[src/rtl/bch_bitfix_pkg.sv]
package bch_bitfix_pkg;

    typedef enum logic [1:0] {
        ST_IDLE = 2'd0,
        ST_WALK = 2'd1,
        ST_FIX  = 2'd2,
        ST_DONE = 2'd3
    } fix_state_e;

    localparam logic [1:0] RES_NONE    = 2'b00;
    localparam logic [1:0] RES_CLEAN   = 2'b01;
    localparam logic [1:0] RES_FIXED   = 2'b10;
    localparam logic [1:0] RES_UNCORR  = 2'b11;

    localparam int UNCORR_BIT = 0;
    localparam int FOUND_BIT  = 1;
    localparam int CNT_LSB    = 4;
    localparam int CNT_W      = 4;

    localparam int WORD_W     = 32;
    localparam int HI_LSB     = 16;

endpackage

[src/rtl/bch_pos_unpack.sv]
module bch_pos_unpack #(
    parameter int MAX_ERR = 8,
    parameter int POS_W   = 13
) (
    input  logic [(MAX_ERR/2)*32-1:0] words_i,
    output logic [MAX_ERR*POS_W-1:0]  pos_o
);
    import bch_bitfix_pkg::*;

    localparam int WORDS = MAX_ERR / 2;

    for (genvar w = 0; w < WORDS; w++) begin : g_word
        logic [WORD_W-1:0] word;
        logic              unused_hi;
        assign word = words_i[w*WORD_W +: WORD_W];
        assign pos_o[(2*w)*POS_W +: POS_W]   = word[0 +: POS_W];
        assign pos_o[(2*w+1)*POS_W +: POS_W] = word[HI_LSB +: POS_W];
        assign unused_hi = ^{word[HI_LSB-1:POS_W], word[WORD_W-1:HI_LSB+POS_W]};
    end

endmodule

[src/rtl/bch_pos_check.sv]
module bch_pos_check #(
    parameter int SECTOR_BYTES = 512,
    parameter int POS_W        = 13,
    localparam int ADDR_W      = $clog2(SECTOR_BYTES)
) (
    input  logic [POS_W-1:0]  pos_i,
    output logic              in_data_o,
    output logic [ADDR_W-1:0] byte_o,
    output logic [7:0]        mask_o
);
    localparam int BIT_LIMIT = SECTOR_BYTES * 8;

    assign in_data_o = 32'(pos_i) < 32'(BIT_LIMIT);
    assign byte_o    = pos_i[3 +: ADDR_W];
    assign mask_o    = 8'b1 << pos_i[2:0];

endmodule

[src/rtl/bch_bitfix.sv]
module bch_bitfix #(
    parameter int SECTOR_BYTES = 512,
    parameter int MAX_ERR      = 8,
    parameter int POS_W        = 13,
    localparam int ADDR_W      = $clog2(SECTOR_BYTES),
    localparam int WORDS       = MAX_ERR / 2,
    localparam int IDX_W       = $clog2(MAX_ERR)
) (
    input  logic                  clk,
    input  logic                  rst_n,
    input  logic                  start_i,
    input  logic [31:0]           stat_i,
    input  logic [WORDS*32-1:0]   pos_words_i,
    output logic [ADDR_W-1:0]     buf_addr_o,
    output logic                  buf_rd_o,
    output logic                  buf_wr_o,
    output logic [7:0]            buf_wdata_o,
    input  logic [7:0]            buf_rdata_i,
    output logic                  busy_o,
    output logic                  done_o,
    output logic [1:0]            status_o
);
    import bch_bitfix_pkg::*;

    typedef struct packed {
        fix_state_e             st;
        logic [IDX_W-1:0]       idx;
        logic [IDX_W-1:0]       last;
        logic [1:0]             res;
        logic [WORDS*32-1:0]    words;
    } regs_t;

    regs_t q, d;

    // Positions from the captured image
    logic [MAX_ERR*POS_W-1:0] pos_flat;
    logic [POS_W-1:0]         pos_cur;
    logic                     pos_ok;
    logic [ADDR_W-1:0]        pos_byte;
    logic [7:0]               pos_mask;

    bch_pos_unpack #(.MAX_ERR(MAX_ERR), .POS_W(POS_W)) u_unpack (
        .words_i (q.words),
        .pos_o   (pos_flat)
    );

    assign pos_cur = pos_flat[q.idx*POS_W +: POS_W];

    bch_pos_check #(.SECTOR_BYTES(SECTOR_BYTES), .POS_W(POS_W)) u_check (
        .pos_i     (pos_cur),
        .in_data_o (pos_ok),
        .byte_o    (pos_byte),
        .mask_o    (pos_mask)
    );

    // Status-word decode with count saturation
    logic             st_found;
    logic             st_uncorr;
    logic [CNT_W-1:0] st_cnt;
    logic [31:0]      cnt_eff;
    logic             unused_stat;

    assign st_found    = stat_i[FOUND_BIT];
    assign st_uncorr   = stat_i[UNCORR_BIT];
    assign st_cnt      = stat_i[CNT_LSB +: CNT_W];
    assign cnt_eff     = (32'(st_cnt) > 32'(MAX_ERR)) ? 32'(MAX_ERR) : 32'(st_cnt);
    assign unused_stat = ^{stat_i[31:CNT_LSB+CNT_W], stat_i[CNT_LSB-1:FOUND_BIT+1]};

    logic rd_c, wr_c;
    logic at_last;
    assign at_last = (q.idx == q.last);

    always_comb begin
        d    = q;
        rd_c = 1'b0;
        wr_c = 1'b0;
        unique case (q.st)
            ST_IDLE, ST_DONE: begin
                if (start_i) begin
                    d.words = pos_words_i;
                    d.idx   = '0;
                    if (!st_found) begin
                        d.st  = ST_DONE;
                        d.res = RES_CLEAN;
                    end else if (st_uncorr) begin
                        d.st  = ST_DONE;
                        d.res = RES_UNCORR;
                    end else if (cnt_eff == 32'd0) begin
                        d.st  = ST_DONE;
                        d.res = RES_FIXED;
                    end else begin
                        d.st   = ST_WALK;
                        d.res  = RES_NONE;
                        d.last = IDX_W'(cnt_eff - 32'd1);
                    end
                end
            end
            ST_WALK: begin
                if (pos_ok) begin
                    rd_c = 1'b1;
                    d.st = ST_FIX;
                end else if (at_last) begin
                    d.st  = ST_DONE;
                    d.res = RES_FIXED;
                end else begin
                    d.idx = q.idx + 1'b1;
                end
            end
            ST_FIX: begin
                wr_c = 1'b1;
                if (at_last) begin
                    d.st  = ST_DONE;
                    d.res = RES_FIXED;
                end else begin
                    d.idx = q.idx + 1'b1;
                    d.st  = ST_WALK;
                end
            end
            default: d.st = ST_IDLE;
        endcase
    end

    always_ff @(posedge clk or negedge rst_n) begin
        if (!rst_n) begin
            q.st    <= ST_IDLE;
            q.idx   <= '0;
            q.last  <= '0;
            q.res   <= RES_NONE;
            q.words <= '0;
        end else begin
            q <= d;
        end
    end

    assign buf_addr_o  = pos_byte;
    assign buf_rd_o    = rd_c;
    assign buf_wr_o    = wr_c;
    assign buf_wdata_o = buf_rdata_i ^ pos_mask;
    assign busy_o      = (q.st == ST_WALK) || (q.st == ST_FIX);
    assign done_o      = (q.st == ST_DONE);
    assign status_o    = q.res;

    // Buffer-port discipline
    p_wr_after_rd_r7: assert property (@(posedge clk) disable iff (!rst_n)
        buf_rd_o |=> buf_wr_o);
    p_wr_has_rd_r7: assert property (@(posedge clk) disable iff (!rst_n)
        buf_wr_o |-> $past(buf_rd_o));
    p_wr_same_addr_r7: assert property (@(posedge clk) disable iff (!rst_n)
        buf_wr_o |-> buf_addr_o == $past(buf_addr_o));
    p_port_exclusive_r7: assert property (@(posedge clk) disable iff (!rst_n)
        !(buf_rd_o && buf_wr_o));
    // No access outside a walk
    p_quiet_idle_r2: assert property (@(posedge clk) disable iff (!rst_n)
        !busy_o |-> !buf_rd_o && !buf_wr_o);
    // Result held until next start
    p_done_hold_r9: assert property (@(posedge clk) disable iff (!rst_n)
        done_o && !start_i |=> done_o && $stable(status_o));
    p_done_legal_r9: assert property (@(posedge clk) disable iff (!rst_n)
        done_o |-> status_o != RES_NONE && !busy_o);

endmodule

[config.mk]
export PLATFORM = sky130hd
export DESIGN_NAME = bch_bitfix
export DESIGN_NICKNAME = d
export VERILOG_FILES = /design/src/rtl/bch_bitfix_pkg.sv /design/src/rtl/bch_pos_unpack.sv /design/src/rtl/bch_pos_check.sv /design/src/rtl/bch_bitfix.sv
export SDC_FILE = /design/constraint.sdc
export NUM_CORES = 1
export LEC_CHECK = 0
export ABC_AREA = 1
export CAP_MARGIN = 20
export CELL_PAD_IN_SITES_DETAIL_PLACEMENT = 2
export CELL_PAD_IN_SITES_GLOBAL_PLACEMENT = 2
export CORE_UTILIZATION = 23
export CTS_CLUSTER_DIAMETER = 40
export DETAILED_ROUTE_END_ITERATION = 12
export GPL_TIMING_DRIVEN = 0
export MAX_ROUTING_LAYER = met4
export PLACE_DENSITY = 0.83
export SETUP_SLACK_MARGIN = 0.02
export SLEW_MARGIN = 20
export SYNTH_ARGS = -nofsm -noshare
export SYNTH_HDL_FRONTEND = slang
export SYNTH_SLANG_ARGS = --single-unit
[constraint.sdc]
create_clock -name clk -period 1.4 [get_ports clk]
set_input_delay 0.14 -clock clk [delete_from_list [all_inputs] [get_ports clk]]
set_output_delay 0.14 -clock clk [all_outputs]
set_load 0.01 [all_outputs]
==> metrics.yaml, run 1 <==
grt_pass1_wl_mm: 42.36
min_delay_path_depth: 3
final-hold-violation-count: 0
start_kind: "register"
whs_ns: 0.2611
worst_pin_slew_ns: 0.7786
die_h_um: 162.1
clk_latency_ns: 0.44
drt_iter0_drc: 301
cp.required_ns: 1.26
critPathMaxFanout: 8
cp.arrival_ns: 2.21
fin_ws_ns: -0.9512
antenna_cells: 0
worstHoldStart: "pos_words_i[2]"
gp_congestion: 0.8202
p_per_area_mw_per_mm2: 2671
num_io_pins: 194
maxCapViolations: 0
min_period_ns: 2.351
placed_area_mm2: 0.007874
htreeDepth: 4
clkTransAtPathRegs_ns: 0.06
dr.pass1.iters: 4
cts_tree: "done"
clock-sinks: 114
avgSynthCellArea_um2: 7.368
drcViolationCount: 0
area_growth_pct: 89.98
final_cell_mix: "nand2_2, nand2_1, clkdlybuf4s50_1"
met1_usage: 0.2587
utilization: 0.4447
busiest_layer: "met2"
syn_inst: 800
ys_seq_elements: 114
grt_usage: 0.2262
grt.met2_usage: 0.4064
p_leak_nw: 5.409
grt_max_degree: 73
slew_headroom: 0.4809
crit_start: "q[133]"
clockRootBuffer: "clkbuf_16"
period_share: 1.679
design.core.area_mm2: 0.02518
r2r_slack_ns: -0.56
grt_use_met3: 0.03218
vdd_drop_max_mv: 1.292
finalMaxSlewViolations: 0
hp-class: "input port to register"
violations: "setup timing"
drive_above_1_share: 0.4689
seq_area_frac_synth: 0.4840
cts_max_path_buffers: 2
die_w_um: 162.1
die-area_mm2: 0.02627
vias_per_cell: 4.795
fin_nets: 1209
wire_per_inst_um: 23.32
ant_nets: 0
vias: 6593
setup_violations: 134
fin_skew_ns: 0.01344
synth_nets: 976
antenna_found_initial: 0
syn-cell-area_mm2: 0.005894
outcome: "finished with violations"
ys_warn_count: 0
rows: 58
post-dp-hpwl_mm: 16.99
grt_overflow_total: 0
rsz0062_at_grt: "yes"
fin_area_mm2: 0.01120
layout_commonest_cell: "nand2_2"
initial_utilization: 0.2341
synth_cell_types: 31
r2r_cells: 12
worstSetupEndpointType: "output pin"
cts_made_buffers: 17
path_class: "register to output pin"
numPortBuffers: 143
reg2reg_from: "q[133]"
fmax_ghz: 0.4253
drt-total-wl_mm: 32.07
grt_pass1_vias: 7202
==> what timing repair did <==
action                                  4_1_cts  5_1_grt
gates resized for setup                     347      298
endpoints found under the setup margin      137      137
setup buffers                                36       12
pin swaps                                    55       61
hold buffers                                  1        0
gates cloned                                 14       10
endpoints found under the hold margin        71        0
==> report_power, final <==
group / internal (mW) / switching (mW) / leakage [nW]
logic: 8.67 / 10.2 / 3.72
registers: 4.91 / 1.47 / 1.41
clock network: 2.88 / 1.73 / 0.282
total: 16.5 / 13.4 / 5.41
==> path summary, 6_finish.rpt <==
kind / to
worst max-delay path: buf_wdata_o[2]
worst min-delay path: q[2]
worst max register to register: q[133]
worst min register to register: q[116]
max in group asynchronous: q[27]
min in group asynchronous: q[32]
==> metal layers <==
metal | wire [um] | vias up
li1 | - | 2984
met1 | 12460 | 3376
met5 | 0 | -
met4 | 862 | 0
met2 | 17660 | 174
met3 | 1085 | 59
==> registers in the layout (all words and copies together), names as in the netlist <==
name      cells
status_o      2
q           112
==> cell type report <==
| type | instances | area [um^2] |
|---|---|---|
| fill | 2631 | 13980 |
| multi-input combinational | 609 | 3970 |
| sequential | 114 | 2854 |
| timing repair buffer | 214 | 2476 |
| buffer | 44 | 732.0 |
| clock buffer | 22 | 464.2 |
| tap | 330 | 412.9 |
| inverter | 33 | 157.7 |
| clock inverter | 9 | 131.4 |
==> stage by stage <==
step / power, mW / std cells / TNS (ns) / setup WS, ns
finish: 29.91 / 1375 / -47.01 / -0.9512
global route: 31.30 / 1375 / -53.09 / -1.072
CTS: 25.46 / 1355 / -41.53 / -0.8865
detailed placement: 16.28 / 1274 / -57.65 / -1.187
global placement: 15.79 / 1273 / -569.95 / -4.546
floorplan: 12.10 / 800 / -0.3704 / -0.06670
==> kinds of logic (layout without fill, tap and decap cells) <==
group,Yosys count,count (layout),share of synthesized area
compound gates,84,84,0.08088
xor+xnor,3,3,0.005733
fa+ha+maj,5,5,0.01061
buf+inv,78,322,0.06368
flops,114,114,0.4840
simple gates,516,517,0.3551
==> cells in the mapped netlist (all sizes together) <==
master  number  area (um^2)
a31oi        1        6.260
inv         33        128.9
nand2      405         1553
nand3b       6        45.04
a21oi        3        26.28
nand4        6        37.54
dfrtp      114         2853
nor2        70        282.8
ha           5        62.56
o22ai       18        112.6
o31ai        1        7.510
xor2         1        8.760
buf         29        186.4
xnor2        2        25.03
o21ai       61        324.1
clkbuf      16        60.06
nand3       29        175.2
==> critical path, cell delays in order (launching register included) <==
cell     delay, ns
dfrtp_1       0.39
buf_8         0.16
buf_16        0.14
nor2_1        0.13
nor2_1        0.08
nand2_1       0.16
nand3_2       0.11
nand2_4       0.13
buf_4         0.12
nand3_1       0.08
nand2_1       0.10
nand2_2       0.06
buf_6         0.12
(Power assumes the default switching activity.)
==> run 2, diff against run 1 <==
--- a/config.mk
+++ b/config.mk
@@ -7,5 +7,4 @@
 export LEC_CHECK = 0
 export ABC_AREA = 1
-export CAP_MARGIN = 20
 export CELL_PAD_IN_SITES_DETAIL_PLACEMENT = 2
 export CELL_PAD_IN_SITES_GLOBAL_PLACEMENT = 2
==> constraint.sdc (replaced) <==
create_clock -name clk -period 1.4 [get_ports clk]
set_input_delay 0.28 -clock clk [delete_from_list [all_inputs] [get_ports clk]]
set_output_delay 0.28 -clock clk [all_outputs]
set_load 0.01 [all_outputs]
==> metrics.yaml, run 2 (synthesis gave the netlist of run 1 again) <==
crit_start: "q[133]"
cts_made_buffers: 17
cts_tree: "done"
vias_per_cell: 4.946
drt-total-wl_mm: 35.89
drive_above_1_share: 0.5272
finalMaxSlewViolations: 0
regMostFlops: "q"
die_w_um: 162.1
timing.rr.end: "q[134]"
dr.pass1.iters: 4
die-area_mm2: 0.02627
cp.required_ns: 1.12
design.core.area_mm2: 0.02518
gp_congestion: 0.7961
vdd_drop_max_mv: 1.311
cp.arrival_ns: 2.28
rows: 58
clkTransAtPathRegs_ns: 0.06
grt_max_degree: 63
grt_usage: 0.2611
placed_area_mm2: 0.007881
htreeDepth: 4
slew_headroom: 0.5569
place_inst: 1274
layout_commonest_cell: "nand2_2"
fmax_ghz: 0.3905
largest_reg_flops: 112
hp-class: "input port to register"
grt_overflow_total: 0
fin_nets: 1232
start_kind: "register"
r2r_cells: 13
rsz0062_at_grt: "yes"
cts_max_path_buffers: 2
r2r_slack_ns: -0.66
final-instance-count-excl-fill: 1398
initial_utilization: 0.2341
vias: 6915
reg2reg_from: "q[133]"
setup_violations: 135
outcome: "finished with violations"
clock-sinks: 114
p_leak_nw: 5.664
fin_ws_ns: -1.161
slowest_delay_ns: 0.42
num_io_pins: 194
worst-path-stages: 12
final-hold-violation-count: 0
critPathMaxFanout: 8
finalPower_mw: 32.50
worst_pin_slew_ns: 0.6647
clockRootBuffer: "clkbuf_16"
antenna_cells: 0
area_growth_pct: 100.5
numPortBuffers: 143
worstSetupEndpointType: "output pin"
clk_latency_ns: 0.46
fin_skew_ns: 0.01302
grt_pass1_vias: 7869
min_period_ns: 2.561
setup_tns_ns: -55.31
final_cell_mix: "nand2_2, nand2_1, clkdlybuf4s50_1"
utilization: 0.4693
maxCapViolations: 0
path_buf_inv: 4
period_share: 1.829
wire_per_inst_um: 25.67
fin_area_mm2: 0.01182
violations: "setup timing"
critPathSlowestCell: "dfrtp_1"
grt_pass1_wl_mm: 48.67
cp_cell_sequence: "buf_12, buf_16, nor2_2, nor2_1, o21ai_1, nand3_2, nand2_4, buf_6, nand3_2, nand2_2, nand2_2, buf_6"
crit_end: "buf_wdata_o[1]"
dpl_worst_slack_ns: -1.334
whs_ns: 0.3782
drt_iter0_drc: 353
die_h_um: 162.1
path_class: "register to output pin"
ant_nets: 0
critPathTopFamily: "simple AND/OR/NAND/NOR gates"
antenna_found_initial: 0
drcViolationCount: 0
p_per_area_mw_per_mm2: 2750
post-dp-hpwl_mm: 17.28
## run 2: cell count changes in the layout (fill, tap and decap cells not counted), sizes merged
cell	previous run	this run
buf	109	145
bufbuf	1	0
bufinv	3	2
clkbuf	44	39
clkdlybuf4s15	4	0
clkdlybuf4s50	119	116
clkinv	4	6
clkinvlp	4	2
dlygate4sd2	2	3
inv	31	32
nand2	406	405
## run 2: cell type report
cell class,count,area [um^2]
fill,2563,13360
multi-input combinational,608,4294
sequential,114,2854
timing repair buffer,242,2831
buffer,40,675.6
clock buffer,22,484.2
tap,330,412.9
inverter,33,160.2
clock inverter,9,105.1
## run 2: repair_timing
item	4_1_cts	5_1_grt
buffers inserted	61	25
endpoints found under the setup margin	137	135
gates resized for setup	461	313
hold endpoints to repair	61	0
hold buffers	1	0
pin swaps	111	90
cloned	21	3
## run 2: tightest hold or removal path: cells and delay by family
family                 cells  cell delay [ns]
buffers and inverters      1             0.41
and+or+nand+nor            2             0.10
## run 2: power breakdown
part | internal, mW | switching, mW
logic | 9.96 | 11.3
registers | 4.91 | 1.77
clock network | 2.78 | 1.75
## run 2: worst min path at each step
stage | to | depth (start not counted) | from
CTS | q[10] | 3 | pos_words_i[10]
floorplan | q[0] | 0 | rst_n
detailed placement | q[17] | 1 | rst_n
global route | q[35] | 3 | pos_words_i[35]
global placement | q[102] | 2 | q[102]
finish | q[67] | 3 | pos_words_i[67]
## run 2: layer usage
layer	share of wire	track usage	vias up
li1	-	-	3031
met1	0.38	0.2915	3570
met2	0.54	0.4635	208
met3	0.031	0.03805	106
met4	0.048	0.1098	0
met5	0	-	-
==> run 3, diff against run 2 <==
--- a/config.mk
+++ b/config.mk
@@ -9,10 +9,10 @@
 export CELL_PAD_IN_SITES_DETAIL_PLACEMENT = 2
 export CELL_PAD_IN_SITES_GLOBAL_PLACEMENT = 2
-export CORE_UTILIZATION = 23
+export CORE_UTILIZATION = 25
 export CTS_CLUSTER_DIAMETER = 40
 export DETAILED_ROUTE_END_ITERATION = 12
 export GPL_TIMING_DRIVEN = 0
 export MAX_ROUTING_LAYER = met4
-export PLACE_DENSITY = 0.83
+export PLACE_DENSITY = 0.85
 export SETUP_SLACK_MARGIN = 0.02
 export SLEW_MARGIN = 20
==> constraint.sdc (replaced) <==
create_clock -name clk -period 2.7 [get_ports clk]
set_input_delay 0.54 -clock clk [delete_from_list [all_inputs] [get_ports clk]]
set_output_delay 0.54 -clock clk [all_outputs]
set_load 0.005 [all_outputs]
==> metrics.yaml, run 3 (synthesis gave the netlist of run 1 again) <==
num-fill-cells: 2625
fmax_ghz: 0.3562
clock-sinks: 114
violations: "setup timing"
drt-total-wl_mm: 25.19
rows: 55
largest_reg_flops: 112
grt_pass1_wl_mm: 37.74
cts_tree: "done"
ant_nets: 0
cp.required_ns: 2.16
fin_skew_ns: 0.01121
vias: 6174
p_per_area_mw_per_mm2: 1291
design.core.area_mm2: 0.02285
finalPower_mw: 11.48
antenna_cells: 0
grt_usage: 0.2154
die_h_um: 155.6
p_leak_nw: 4.381
initial_utilization: 0.2580
finalMaxSlewViolations: 0
hp-class: "input port to asynchronous set/reset pin"
start_kind: "register"
cts_made_buffers: 17
clkTransAtPathRegs_ns: 0.05
period_share: 1.040
drive_above_1_share: 0.1693
min_period_ns: 2.808
die-area_mm2: 0.02420
r2r_slack_ns: 0.45
setup_tns_ns: -0.5196
worst_pin_slew_ns: 0.6128
die_w_um: 155.6
clockRootBuffer: "clkbuf_16"
clk_latency_ns: 0.43
grt_max_degree: 73
final-hold-violation-count: 0
setup_violations: 8
layout_commonest_cell: "nand2_1"
critPathMaxFanout: 8
fin_ws_ns: -0.1078
vias_per_cell: 4.688
drcViolationCount: 0
grt_overflow_total: 0
gp_congestion: 0.8601
dr.pass1.iters: 4
path_common_cell: "buf_12"
num_io_pins: 194
post-dp-hpwl_mm: 17.14
final_cell_mix: "nand2_1, clkdlybuf4s50_1, dfrtp_1"
place_inst: 1257
worstSetupEndpointType: "output pin"
wire_per_inst_um: 19.13
htreeDepth: 4
fin_area_mm2: 0.008891
cts_max_path_buffers: 2
cp_cell_sequence: "buf_6, inv_6, buf_12, buf_12, buf_12, buf_4, o21ai_1, o22ai_1, nand2_1, nand2_2, clkdlybuf4s15_2"
fin_nets: 1168
grt_pass1_vias: 6808
antenna_found_initial: 0
maxCapViolations: 0
outcome: "finished with violations"
vdd_drop_max_mv: 0.4793
cp.arrival_ns: 2.27
regMostFlops: "q"
final-instance-count-excl-fill: 1317
rsz0062_at_grt: "yes"
slew_headroom: 0.5915
numPortBuffers: 143
critPathSlowestCell: "dfrtp_1"
area_growth_pct: 50.84
placed_area_mm2: 0.007746
slowest_delay_ns: 0.40
drt_iter0_drc: 273
path_class: "register to output pin"
-- run 3: where the power goes --
part           internal (mW)  switching, mW
clock network           1.49          0.841
registers               2.55          0.597
logic                   2.45           3.56
total                   6.48           4.99
-- run 3: path summary, 6_finish.rpt --
kind,from,end,depth (start not counted)
setup / recovery,q[133],buf_addr_o[8],11
max in group asynchronous,rst_n,q[50],2
hold reg to reg,q[51],q[51],2
setup reg to reg,q[136],q[99],8
hold / removal,rst_n,q[38],1
min in group clk,q[51],q[51],2
-- run 3: cell type report --
type / count / area (um^2) / area share
inverter: 33 / 133.9 / 0.01506
buffer: 45 / 361.6 / 0.04067
timing repair buffer: 173 / 1690 / 0.1901
multi-input combinational: 608 / 2865 / 0.3223
tap: 313 / 391.6 / 0.04405
clock inverter: 10 / 133.9 / 0.01506
sequential: 114 / 2854 / 0.3210
clock buffer: 21 / 460.4 / 0.05179
-- run 3: metrics by stage --
stage / setup slack, ns / hold WS, ns / utilization
2_1_floorplan: 0.8590 / 0.2444 / -
4_1_cts: -0.1841 / 0.05771 / 0.3835
5_1_grt: -0.1973 / 0.06677 / 0.3892
3_5_place_dp: -0.1321 / 0.4662 / 0.3390
3_3_place_gp: -3.594 / 0.4586 / 0.3378
6_report: -0.1078 / 0.04857 / 0.3892
-- run 3: timing repair --
action / CTS / global route
buffers inserted: 21 / 7
hold buffers: 0 / 0
hold endpoints to repair: 0 / 0
resized for setup: 104 / 39
pin swaps: 27 / 17
endpoints found under the setup margin: 18 / 18
gates cloned: 1 / 0
-- run 3: worst max-delay path: cells and delay by family (launching register included) --
family	cells	cell delay (ns)
DFF	1	0.40
and+or+nand+nor	2	0.22
buffers and inverters	7	0.98
AOI/OAI and AO/OA	2	0.23
-- run 3: routing by layer --
| layer | vias up | wire length (um) | GRT usage |
|---|---|---|---|
| met5 | - | 0 | - |
| met4 | 0 | 631 | 0.07096 |
| met3 | 40 | 926 | 0.03306 |
| met2 | 174 | 12460 | 0.3570 |
| met1 | 3065 | 11170 | 0.2683 |
| li1 | 2895 | - | - |
